### config.mk
export PLATFORM = sky130hd
export DESIGN_NAME = pseudo_phy_window
export DESIGN_NICKNAME = d
export VERILOG_FILES = /design/src/rtl/ppw_pkg.sv /design/src/rtl/ppw_rst_sync.sv /design/src/rtl/ppw_page_reg.sv /design/src/rtl/ppw_cmd_ctrl.sv /design/src/rtl/ppw_stage.sv /design/src/rtl/pseudo_phy_window.sv
export SDC_FILE = /design/constraint.sdc
export NUM_CORES = 1
export LEC_CHECK = 0
export CORE_MARGIN = 4
export CORE_UTILIZATION = 49
export CTS_BUF_LIST = sky130_fd_sc_hd__clkbuf_4 sky130_fd_sc_hd__clkbuf_8
export CTS_CLUSTER_DIAMETER = 150
export DETAILED_ROUTE_END_ITERATION = 7
export GPL_ROUTABILITY_DRIVEN = 0
export PLACE_DENSITY = 0.88
export SYNTH_ARGS = -nofsm -noshare
export SYNTH_HDL_FRONTEND = slang
export SYNTH_SLANG_ARGS = --single-unit
### constraint.sdc
create_clock -name clk -period 4.4 [get_ports clk]
set_input_delay 1.32 -clock clk [delete_from_list [all_inputs] [get_ports clk]]
set_output_delay 1.32 -clock clk [all_outputs]
set_load 0.01 [all_outputs]
### src/rtl/ppw_pkg.sv
package ppw_pkg;
  localparam int unsigned MG_AW = 5;
  localparam int unsigned MG_DW = 16;
  localparam int unsigned PG_W  = 8;
  localparam int unsigned OF_W  = 8;

  localparam logic [MG_AW-1:0] ADDR_PAGE = 5'h10;
  localparam logic [MG_AW-1:0] ADDR_CMD  = 5'h11;
  localparam logic [MG_AW-1:0] ADDR_STG0 = 5'h18;

  typedef enum logic [1:0] {
    ACC_IDLE  = 2'd0,
    ACC_WRITE = 2'd1,
    ACC_READ  = 2'd2
  } acc_state_e;
endpackage

### src/rtl/ppw_rst_sync.sv
module ppw_rst_sync (
  input  logic clk,
  input  logic rst_n,
  output logic rst_n_sync
);
  logic [1:0] sync_q;
  logic [1:0] sync_d;

  always_comb begin
    sync_d = {sync_q[0], 1'b1};
  end

  always_ff @(posedge clk or negedge rst_n) begin
    if (!rst_n) sync_q <= 2'b00;
    else        sync_q <= sync_d;
  end

  assign rst_n_sync = sync_q[1];
endmodule

### src/rtl/ppw_page_reg.sv
module ppw_page_reg
  import ppw_pkg::*;
(
  input  logic             clk,
  input  logic             rst_n,
  input  logic             page_we,
  input  logic [MG_DW-1:0] wdata,
  output logic [PG_W-1:0]  page
);
  logic [PG_W-1:0] page_q;
  logic [PG_W-1:0] page_d;
  logic            page_en;

  always_comb begin
    page_en = page_we && wdata[0];
    page_d  = wdata[MG_DW-1 -: PG_W];
  end

  always_ff @(posedge clk or negedge rst_n) begin
    if (!rst_n)       page_q <= '0;
    else if (page_en) page_q <= page_d;
  end

  assign page = page_q;

  AST_PAGE_KEEP: assert property (@(posedge clk) disable iff (!rst_n)
    (page_we && !wdata[0]) |=> $stable(page_q));
  AST_PAGE_LOAD: assert property (@(posedge clk) disable iff (!rst_n)
    (page_we && wdata[0]) |=> (page_q == $past(wdata[MG_DW-1 -: PG_W])));
endmodule

### src/rtl/ppw_cmd_ctrl.sv
module ppw_cmd_ctrl
  import ppw_pkg::*;
(
  input  logic             clk,
  input  logic             rst_n,
  input  logic             cmd_we,
  input  logic [MG_DW-1:0] wdata,
  input  logic             rb_done,
  output logic             busy,
  output logic             is_read,
  output logic [OF_W-1:0]  offset,
  output logic [MG_DW-1:0] status
);
  acc_state_e      state_q, state_d;
  logic [OF_W-1:0] ofs_q, ofs_d;
  logic            ofs_en;
  logic            rd_busy, wr_busy;

  always_comb begin
    state_d = state_q;
    ofs_d   = wdata[MG_DW-1 -: OF_W];
    ofs_en  = 1'b0;
    unique case (state_q)
      ACC_IDLE: begin
        if (cmd_we) begin
          ofs_en = 1'b1;
          if (wdata[1])      state_d = ACC_READ;
          else if (wdata[0]) state_d = ACC_WRITE;
        end
      end
      ACC_WRITE, ACC_READ: begin
        if (rb_done) state_d = ACC_IDLE;
      end
      default: state_d = ACC_IDLE;
    endcase
  end

  always_ff @(posedge clk or negedge rst_n) begin
    if (!rst_n) state_q <= ACC_IDLE;
    else        state_q <= state_d;
  end

  always_ff @(posedge clk or negedge rst_n) begin
    if (!rst_n)      ofs_q <= '0;
    else if (ofs_en) ofs_q <= ofs_d;
  end

  always_comb begin
    rd_busy = (state_q == ACC_READ);
    wr_busy = (state_q == ACC_WRITE);
    busy    = rd_busy || wr_busy;
    is_read = rd_busy;
    offset  = ofs_q;
    status  = {ofs_q, {(MG_DW-OF_W-2){1'b0}}, rd_busy, wr_busy};
  end

  AST_BUSY_ONEHOT: assert property (@(posedge clk) disable iff (!rst_n)
    $onehot0({rd_busy, wr_busy}));
  AST_BUSY_CMD_IGNORED: assert property (@(posedge clk) disable iff (!rst_n)
    (busy && cmd_we) |=> $stable(ofs_q));
  AST_BOTH_BITS_READ: assert property (@(posedge clk) disable iff (!rst_n)
    (!busy && cmd_we && wdata[1]) |=> rd_busy);
endmodule

### src/rtl/ppw_stage.sv
module ppw_stage
  import ppw_pkg::*;
#(
  parameter int unsigned NWORDS = 4,
  localparam int unsigned IDX_W = (NWORDS > 1) ? $clog2(NWORDS) : 1,
  localparam int unsigned VAL_W = NWORDS * MG_DW
) (
  input  logic             clk,
  input  logic             rst_n,
  input  logic             word_we,
  input  logic [IDX_W-1:0] idx,
  input  logic [MG_DW-1:0] wdata,
  input  logic             load_en,
  input  logic [VAL_W-1:0] load_val,
  output logic [VAL_W-1:0] value,
  output logic [MG_DW-1:0] rd_word
);
  logic [MG_DW-1:0] word_q [NWORDS];

  for (genvar gi = 0; gi < NWORDS; gi++) begin : g_word
    logic [MG_DW-1:0] word_d;
    logic             word_en;

    always_comb begin
      word_en = load_en || (word_we && (idx == IDX_W'(gi)));
      word_d  = load_en ? load_val[gi*MG_DW +: MG_DW] : wdata;
    end

    always_ff @(posedge clk or negedge rst_n) begin
      if (!rst_n)       word_q[gi] <= '0;
      else if (word_en) word_q[gi] <= word_d;
    end

    assign value[gi*MG_DW +: MG_DW] = word_q[gi];
  end

  always_comb begin
    rd_word = '0;
    for (int k = 0; k < NWORDS; k++) begin
      if (idx == IDX_W'(k)) rd_word = word_q[k];
    end
  end

  AST_NO_LOAD_AND_WRITE: assert property (@(posedge clk) disable iff (!rst_n)
    !(load_en && word_we));
endmodule

### src/rtl/pseudo_phy_window.sv
module pseudo_phy_window
  import ppw_pkg::*;
#(
  parameter int unsigned NWORDS   = 4,
  parameter logic [4:0]  PHY_ADDR = 5'd30,
  localparam int unsigned IDX_W = (NWORDS > 1) ? $clog2(NWORDS) : 1,
  localparam int unsigned VAL_W = NWORDS * MG_DW
) (
  input  logic             clk,
  input  logic             rst_n,
  input  logic [4:0]       mgmt_phy,
  input  logic [4:0]       mgmt_addr,
  input  logic [15:0]      mgmt_wdata,
  input  logic             mgmt_we,
  input  logic             mgmt_re,
  output logic [15:0]      mgmt_rdata,
  output logic             rb_req,
  output logic             rb_wr,
  output logic [7:0]       rb_page,
  output logic [7:0]       rb_offset,
  output logic [VAL_W-1:0] rb_wdata,
  input  logic [VAL_W-1:0] rb_rdata,
  input  logic             rb_done
);
  logic             rst_ns;
  logic             phy_hit, wr_hit;
  logic             page_sel, cmd_sel, stg_sel;
  logic             page_we, cmd_we, stg_we, stg_load;
  logic             busy, is_read;
  logic [IDX_W-1:0] stg_idx;
  logic [VAL_W-1:0] stg_val;
  logic [MG_DW-1:0] stg_word, cmd_status;
  logic [PG_W-1:0]  page;
  logic [OF_W-1:0]  offset;
  logic [MG_DW-1:0] rd_mux;
  logic [MG_DW-1:0] rdata_q, rdata_d;
  logic             rdata_en;

  ppw_rst_sync u_rst (
    .clk        (clk),
    .rst_n      (rst_n),
    .rst_n_sync (rst_ns)
  );

  always_comb begin
    phy_hit  = (mgmt_phy == PHY_ADDR);
    wr_hit   = mgmt_we && phy_hit;
    page_sel = (mgmt_addr == ADDR_PAGE);
    cmd_sel  = (mgmt_addr == ADDR_CMD);
    stg_sel  = (int'(mgmt_addr) >= int'(ADDR_STG0)) &&
               (int'(mgmt_addr) <  int'(ADDR_STG0) + int'(NWORDS));
    stg_idx  = IDX_W'(mgmt_addr - ADDR_STG0);
    page_we  = wr_hit && page_sel && !busy;
    cmd_we   = wr_hit && cmd_sel;
    stg_we   = wr_hit && stg_sel && !busy;
    stg_load = busy && is_read && rb_done;
  end

  ppw_page_reg u_page (
    .clk     (clk),
    .rst_n   (rst_ns),
    .page_we (page_we),
    .wdata   (mgmt_wdata),
    .page    (page)
  );

  ppw_cmd_ctrl u_cmd (
    .clk     (clk),
    .rst_n   (rst_ns),
    .cmd_we  (cmd_we),
    .wdata   (mgmt_wdata),
    .rb_done (rb_done),
    .busy    (busy),
    .is_read (is_read),
    .offset  (offset),
    .status  (cmd_status)
  );

  ppw_stage #(.NWORDS(NWORDS)) u_stage (
    .clk      (clk),
    .rst_n    (rst_ns),
    .word_we  (stg_we),
    .idx      (stg_idx),
    .wdata    (mgmt_wdata),
    .load_en  (stg_load),
    .load_val (rb_rdata),
    .value    (stg_val),
    .rd_word  (stg_word)
  );

  always_comb begin
    rd_mux = '0;
    if (phy_hit) begin
      if (page_sel)     rd_mux = {page, {(MG_DW-PG_W){1'b0}}};
      else if (cmd_sel) rd_mux = cmd_status;
      else if (stg_sel) rd_mux = stg_word;
    end
    rdata_en = mgmt_re;
    rdata_d  = rd_mux;
  end

  always_ff @(posedge clk or negedge rst_ns) begin
    if (!rst_ns)       rdata_q <= '0;
    else if (rdata_en) rdata_q <= rdata_d;
  end

  assign mgmt_rdata = rdata_q;
  assign rb_req     = busy;
  assign rb_wr      = busy && !is_read;
  assign rb_page    = page;
  assign rb_offset  = offset;
  assign rb_wdata   = stg_val;

  AST_REQ_HOLD: assert property (@(posedge clk) disable iff (!rst_ns)
    (rb_req && !rb_done) |=> rb_req);
  AST_REQ_FIELDS_STABLE: assert property (@(posedge clk) disable iff (!rst_ns)
    (rb_req && !rb_done) |=> ($stable(rb_page) && $stable(rb_offset) &&
                              $stable(rb_wr) && $stable(rb_wdata)));
  AST_DONE_ENDS_REQ: assert property (@(posedge clk) disable iff (!rst_ns)
    (rb_req && rb_done) |=> !rb_req);
  AST_LOAD_ON_DONE: assert property (@(posedge clk) disable iff (!rst_ns)
    (rb_req && !rb_wr && rb_done) |=> (stg_val == $past(rb_rdata)));
  AST_RDATA_HOLD: assert property (@(posedge clk) disable iff (!rst_ns)
    !mgmt_re |=> $stable(mgmt_rdata));
  AST_FOREIGN_PHY_ZERO: assert property (@(posedge clk) disable iff (!rst_ns)
    (mgmt_re && !phy_hit) |=> (mgmt_rdata == '0));
endmodule

==> results of run 1 <==
==> area by class of cell <==
type / instances / area (sq um) / area share
Clock inverter: 6 / 113 / 0.0152
Tap cell: 133 / 166 / 0.0224
Sequential cell: 100 / 2510 / 0.337
Inverter: 24 / 90.1 / 0.0121
Timing Repair Buffer: 204 / 2010 / 0.270
Multi-Input combinational cell: 322 / 2410 / 0.325
Clock buffer: 10 / 131 / 0.0177
==> layer usage <==
metal,up-vias,GRT usage,routed length (um)
met4,0,0.102,493
met2,215,0.439,7940
met5,-,0,0
li1,1999,-,-
met3,38,0.0605,1080
met1,2193,0.323,6040
==> power groups by stage <==
stage / Clock, mW / Sequential (mW) / Combinational, mW
3_3_place_gp: 0 / 1.47 / 1.67
3_5_place_dp: 0 / 1.50 / 1.71
4_1_cts: 0.721 / 1.48 / 1.72
6_report: 0.710 / 1.49 / 1.72
5_1_grt: 0.760 / 1.53 / 1.82
2_1_floorplan: 0 / 1.58 / 0.661
==> sequential cells by signal, summed over array words and instances, names as in the netlist <==
signal / count
u_rst.sync_q: 2
u_stage.value: 64
mgmt_rdata: 16
u_cmd.offset: 8
u_cmd.state_q: 2
u_page.page: 8
==> per-stage QoR <==
stage | power [mW] | hold slack [ps] | std cells
2_1_floorplan | 2.24 | 331 | 470
3_3_place_gp | 3.15 | 342 | 783
5_1_grt | 4.11 | 375 | 799
4_1_cts | 3.93 | 374 | 799
3_5_place_dp | 3.21 | 336 | 783
6_report | 3.91 | 371 | 799
==> placed cells by master, fill, tap and decap left out, drive strengths merged, types with 2 or more instances in the layout <==
cell type / count
ha: 3
o22ai: 6
a311o: 2
nor2b: 4
nand2: 152
nor2: 10
buf: 13
mux2: 80
and2: 2
o32ai: 9
clkinv: 2
mux4: 16
o31ai: 2
nor3: 2
clkdlybuf4s50: 191
bufinv: 3
dfrtp: 100
inv: 25
nand3: 3
clkbuf: 10
nand2b: 9
a22oi: 8
==> synthesized netlist by cell type (all sizes together) <==
master,number
nor4b,1
a22oi,8
o2111ai,1
or4b,1
nand2b,9
and3b,1
nand4,1
buf,11
nand3,3
conb,1
a311o,2
o32ai,9
mux2,80
inv,24
o41ai,1
nor3,2
nor2b,4
nand2,152
and4,1
or4,1
o21ai,1
mux4,16
and4b,1
o31ai,2
o22ai,6
nor2,10
clkbuf,13
or3,1
and2,2
dfrtp,100
ha,3
a221o,1
o211ai,1
==> final timing paths <==
path | endpoint | slack (ps) | startpoint
max in group asynchronous | u_stage.value[27] | 3000 | u_rst.sync_q[1]
hold reg to reg | u_rst.sync_q[1] | 370 | u_rst.sync_q[0]
setup / recovery | u_stage.value[44] | 1190 | mgmt_addr[3]
hold / removal | u_rst.sync_q[1] | 370 | u_rst.sync_q[0]
min in group asynchronous | u_stage.value[50] | 490 | u_rst.sync_q[1]
setup reg to reg | u_stage.value[44] | 2150 | u_cmd.state_q[0]
==> kinds of logic (layout without fill, tap and decap cells) <==
group | Yosys count | in the layout
buffers and inverters | 48 | 244
other | 1 | 1
muxes | 96 | 96
AOI/OAI and AO/OA | 32 | 32
adders and majority gates | 3 | 3
and+or+nand+nor | 190 | 190
DFF | 100 | 100
==> critical path, stage by stage <==
cell             delay [ps]
clkdlybuf4s50_1         550
and3b_1                 450
nand3_1                 250
o31ai_4                 210
buf_4                   300
mux2_2                  370
==> summary.txt, run 1 <==
Placement
  – IO buf count: 192
  – Setup WS pre-CTS: a little over 800 ps
  – Placement Cell Area: approximately 0.0072 sq mm
  – Dpl hpwl: roughly 12000 um

Synth
  – Library cells used by synthesis: 37
  – Yosys top cell by area: dfrtp_1
  – Post-Synthesis Cells: 470
  – Xor and xnor area share after synthesis: 0
  – Area contributors post-synth: dfrtp_1 (49%), mux2_2 (18%), nand2_1 (11%)
  – Mapped cell area: between 0.005 and 0.006 sq mm
  – Yosys warns: 0
  – Synth Area in Compound Gates: 0.0536
  – Net Count, Synth: 568
  – Seq cells post-synth: 100
  – Synth top area share: 0.491
  – Synth Area in Simple Gates: 0.159
  – Syn_area_per_cell: 10.8 sq um
  – Post-synthesis mux area share: 0.248
  – Sequential element share of the synthesized area: 0.491
  – Adder-Cell Fraction of Synth Area: 0.00737
  – Main combinational cell family by area after synthesis: multiplexers

Pwr
  – Sequential group share of total power: 0.380
  – P_leak: 3.24 nW
  – P per Cell Area: around 530 mW/mm^2
  – Switch share: 0.323
  – Switching power: 1.26 mW
  – Cell internal pwr: 2.65 mW
  – Maximum vdd drop: 0.299 mV
  – Clk pwr share: 0.181
  – Combinational power share: 0.439

Worst hold path
  – Min-Delay Path Depth: 0
  – Worst Hold Class: flip-flop to flip-flop

Drt
  – Post-route ant nets: 0
  – Final WL: 15600 um
  – Drt pass-1 iters: 5
  – DR vias/cell: 5.56
  – DRC Markers: 0
  – Vias: about 4400
  – Initial drt markers: 234
  – DR WL/cell: 19.5 um

Clock tree
  – TritonCTS clock tree: built
  – Hold Buf Count CTS: 0
  – Root Driver: clkbuf_8
  – Worst-Skew Late Latency: 370 ps
  – Number of gates resized after CTS: 0
  – TritonCTS Sinks: 100
  – CTS buffer count: 9
  – Clock transition at path regs: 100 ps
  – Post-CTS setup buffer count: 0
  – Htree depth: 3
  – Clk buf depth: 2

STA
  – Final setup viols: 0
  – Pins Over Slew Limit: 0
  – Period utilization: 0.730
  – Setup ws final: 1190 ps
  – Slew @ Worst Pin: 958 ps
  – Max Clock Skew: 10.2 ps
  – Achievable Freq: 311 MHz
  – Hold Fails Final Rpt: 0
  – Max_slew headroom: 0.361
  – Min Tclk post-route: 3210 ps
  – Setup TNS: 0 ps
  – RSZ-0062 raised after global routing: false

Floorplan
  – Die area: ~0.012 sq mm
  – Die Ht: 110 um
  – Initial core utilization: 0.512
  – Core Rows: 36
  – Core Area: approximately 0.01 sq mm
  – I/O pins: 193
  – Die Span X: 110 um

Finish
  – Final #Nets: around 760
  – Fillers: slightly below 700
  – Post-route cell area: between 0.007 and 0.008 sq mm
  – N_diodes: 0
  – Layout cells sized above 1: 0.200
  – Post-layout utilization of the core: 0.746
  – Layout area overhead: 45.8%

Flow run
  – Count of max-cap constraint violations: 0

Worst setup path
  – Max FO, Critical Path: 16
  – WP data required: 4650 ps
  – CP Capture Type: flip-flop
  – Nature of the critical path startpoint: input port
  – Critical path arrival: about 3500 ps
  – FF-to-FF path depth: 7
  – Critical setup path kind: input port to flip-flop

Global routing
  – Initial antenna violation count: 0
  – Number of global-route vias before repair: 4608
  – Grt ovf: 0
  – All-Layer GR Usage: 0.260
  – Global-route wire length before repair: 23700 um
  – Largest net degree at the start of global routing: 75

Run status
  – Status: finished clean
(Power assumes the default switching activity.)
==> run 2: changes to the inputs <==
Settings changed: CORE_UTILIZATION 49 to 41, PLACE_DENSITY 0.88 to 0.78.
Clock period 4.4 ns to 2.83 ns, I/O delays scaled along.
==> run 2 against run 1 <==
  * Final cell count rose by 5.3%
  * Sequential share of layout area shrank 0.60 points
  * Worst hold slack got worse by 11 ps
  * Flip-flop and latch count unchanged
  * Clock power grew 33%
  * Utilization down 12 points
  * Critical endpoint is now rb_req
==> summary.txt, run 2 (same netlist as run 1, synthesis figures left out) <==
Run status
  – Status: finished clean

Clock tree
  – Root Driver: clkbuf_8
  – Clock transition at path regs: 100 ps (about the same)
  – Clk buf depth: 2 (unchanged)
  – Hold Buf Count CTS: 0 (unchanged)
  – Htree depth: 3 (unchanged)
  – TritonCTS clock tree: built
  – Number of gates resized after CTS: 0 (unchanged)
  – TritonCTS Sinks: 100 (unchanged)
  – Worst-Skew Late Latency: 370 ps (about the same)
  – CTS buffer count: 9 (unchanged)
  – Post-CTS setup buffer count: 0 (unchanged)

Finish
  – Largest register FFs: 64 (unchanged)
  – Fin cells: 841 (+5.3%)
  – Final #Nets: 767 (+1.1%)
  – Register area: 0.00251 sq mm (unchanged)
  – N_diodes: 0 (unchanged)
  – Most frequent cells in the layout: clkdlybuf4s50_1 (191), nand2_1 (152), dfrtp_1 (99)
  – Layout cells sized above 1: 0.208 (+0.00832)
  – Fillers: 1000 (+47%)
  – Layout area overhead: 48.5%
  – Most common cell after layout, fill and taps aside: clkdlybuf4s50_1
  – Multi-input gate area: 0.00241 sq mm (unchanged)

STA
  – Slew @ Worst Pin: 695 ps (-264 ps)
  – Final setup viols: 0 (unchanged)
  – Hold Fails Final Rpt: 0 (unchanged)
  – Period utilization: 0.904
  – Pins Over Slew Limit: 0 (unchanged)
  – Max Clock Skew: 13.7 ps (+3.52 ps)
  – RSZ-0062 raised after global routing: false
  – Min Tclk post-route: 2560 ps
  – Achievable Freq: 391 MHz
  – Max_slew headroom: 0.537 (+0.176)

Pwr
  – Sequential group share of total power: 0.387 (+0.007)
  – Combinational power share: 0.454 (+0.015)
  – Cell internal pwr: 3.98 mW (+50%)
  – Switching power: 1.96 mW (+55%)
  – Maximum vdd drop: 0.397 mV (+33%)
  – Clk pwr share: 0.158 (-0.023)
  – Switch share: 0.330 (+0.00671)
  – Design Power: 5.94 mW (+52%)
  – P_leak: 3.27 nW (+0.94%)
  – P per Cell Area: 785 mW/mm^2 (+49%)

Drt
  – Metal1 wirelength: 6340 um (+5.0%)
  – Initial drt markers: 284 (+21%)
  – Met3 wire len: 949 um (-12%)
  – Vias: 4320 (-2.8%)
  – DR vias/cell: 5.14 (-7.7%)
  – DR WL/cell: 18.6 um (-4.2%)
  – DRC Markers: 0 (unchanged)
  – DR top layer: met4
  – Final WL: 15700 um (+0.79%)
  – Met2 WL: 8110 um (+2.1%)
  – Post-route ant nets: 0 (unchanged)
  – Drt pass-1 iters: 8 (+3)

Floorplan
  – Core Rows: 40 (+11%)
  – Initial core utilization: 0.422 (-0.0894)
  – Core Area: 0.0121 sq mm (+21%)
  – Die Ht: 119 um (+8.6%)
  – Die Span X: 119 um (+8.6%)
  – I/O pins: 193 (unchanged)
  – Die area: 0.0143 sq mm (+18%)

Worst setup path
  – CP Capture Type: output pin
  – Critical setup path kind: flip-flop to output pin
  – Critical path arrival: 1710 ps (-1760 ps)
  – Worst r2r src: u_cmd.state_q[1]
  – Nature of the critical path startpoint: flip-flop
  – Worst Setup SP: u_cmd.state_q[1]
  – Max FO, Critical Path: 4 (-12)
  – WP data required: 1980 ps (-2670 ps)

Global routing
  – Global-route wire length before repair: 24900 um (+4.8%)
  – Initial antenna violation count: 0 (unchanged)
  – Grt ovf: 0 (unchanged)
  – Number of global-route vias before repair: 4644 (+0.78%)
  – Largest net degree at the start of global routing: 65 (-13%)
  – All-Layer GR Usage: 0.221 (-0.0395)

Placement
  – # placed instances: 826 (+5.5%)
  – IO buf count: 192 (unchanged)
  – Dpl hpwl: 11800 um (-0.62%)

Worst hold path
  – Hold path start: u_rst.sync_q[0]
  – Worst Hold Class: flip-flop to flip-flop

Flow run
  – Count of max-cap constraint violations: 0 (unchanged)
-- run 2: cell count changes in the layout (fill, tap and decap cells not counted) --
cell        previous run  this run
buf_12                 0         6
buf_4                 12        14
bufinv_16              3         1
clkinvlp_4             0         2
clkbuf_4               1         0
clkbuf_8               9        10
clkinv_4               1         0
inv_6                  1         0
inv_8                  0         1
-- run 2: path summary, 6_finish.rpt --
| path | depth (start not counted) | to | slack (ps) |
|---|---|---|---|
| min in group asynchronous | 0 | u_stage.value[35] | 370 |
| hold / removal | 0 | u_rst.sync_q[1] | 360 |
| hold reg to reg | 0 | u_rst.sync_q[1] | 360 |
| max in group asynchronous | 1 | u_stage.value[52] | 1740 |
| setup / recovery | 3 | rb_req | 270 |
| setup reg to reg | 7 | u_stage.value[6] | 660 |
-- run 2: power groups by stage --
stage,Clock [mW],Sequential [mW],Combinational [mW]
4_1_cts,0.960,2.30,2.71
5_1_grt,1.02,2.37,2.87
3_3_place_gp,0,2.29,2.65
3_5_place_dp,0,2.33,2.70
6_report,0.941,2.30,2.70
2_1_floorplan,0,2.46,1.03
-- run 2: final cells by class --
cell class | instances | share of cell area
Clock inverter | 5 | 0.00811
Clock buffer | 10 | 0.0182
Tap cell | 168 | 0.0278
Timing Repair Buffer | 212 | 0.283
Multi-Input combinational cell | 322 | 0.319
Sequential cell | 100 | 0.331
Inverter | 24 | 0.0119
-- run 2: critical path: stages, from the launching register on --
cell and delay, ps:
dfrtp_1 410, inv_1 80, ha_1 310, clkdlybuf4s50_1 550
-- run 2: through the flow --
stage          hold slack (ps)  setup slack (ps)  utilization  cell area (sq um)  setup TNS [ps]
2_1_floorplan              331               263            -               5090               0
3_3_place_gp               338             -42.8        0.610               7360            -336
3_5_place_dp               343             -72.8        0.610               7360           -1420
4_1_cts                    365               250        0.627               7560               0
5_1_grt                    375               147        0.627               7560               0
6_report                   359               272        0.627               7560               0
-- run 2: routing by layer --
layer  track usage  up-vias
li1              -     2006
met1         0.281     2140
met2         0.381      156
met3        0.0446       18
met4        0.0644        0
met5             0        -
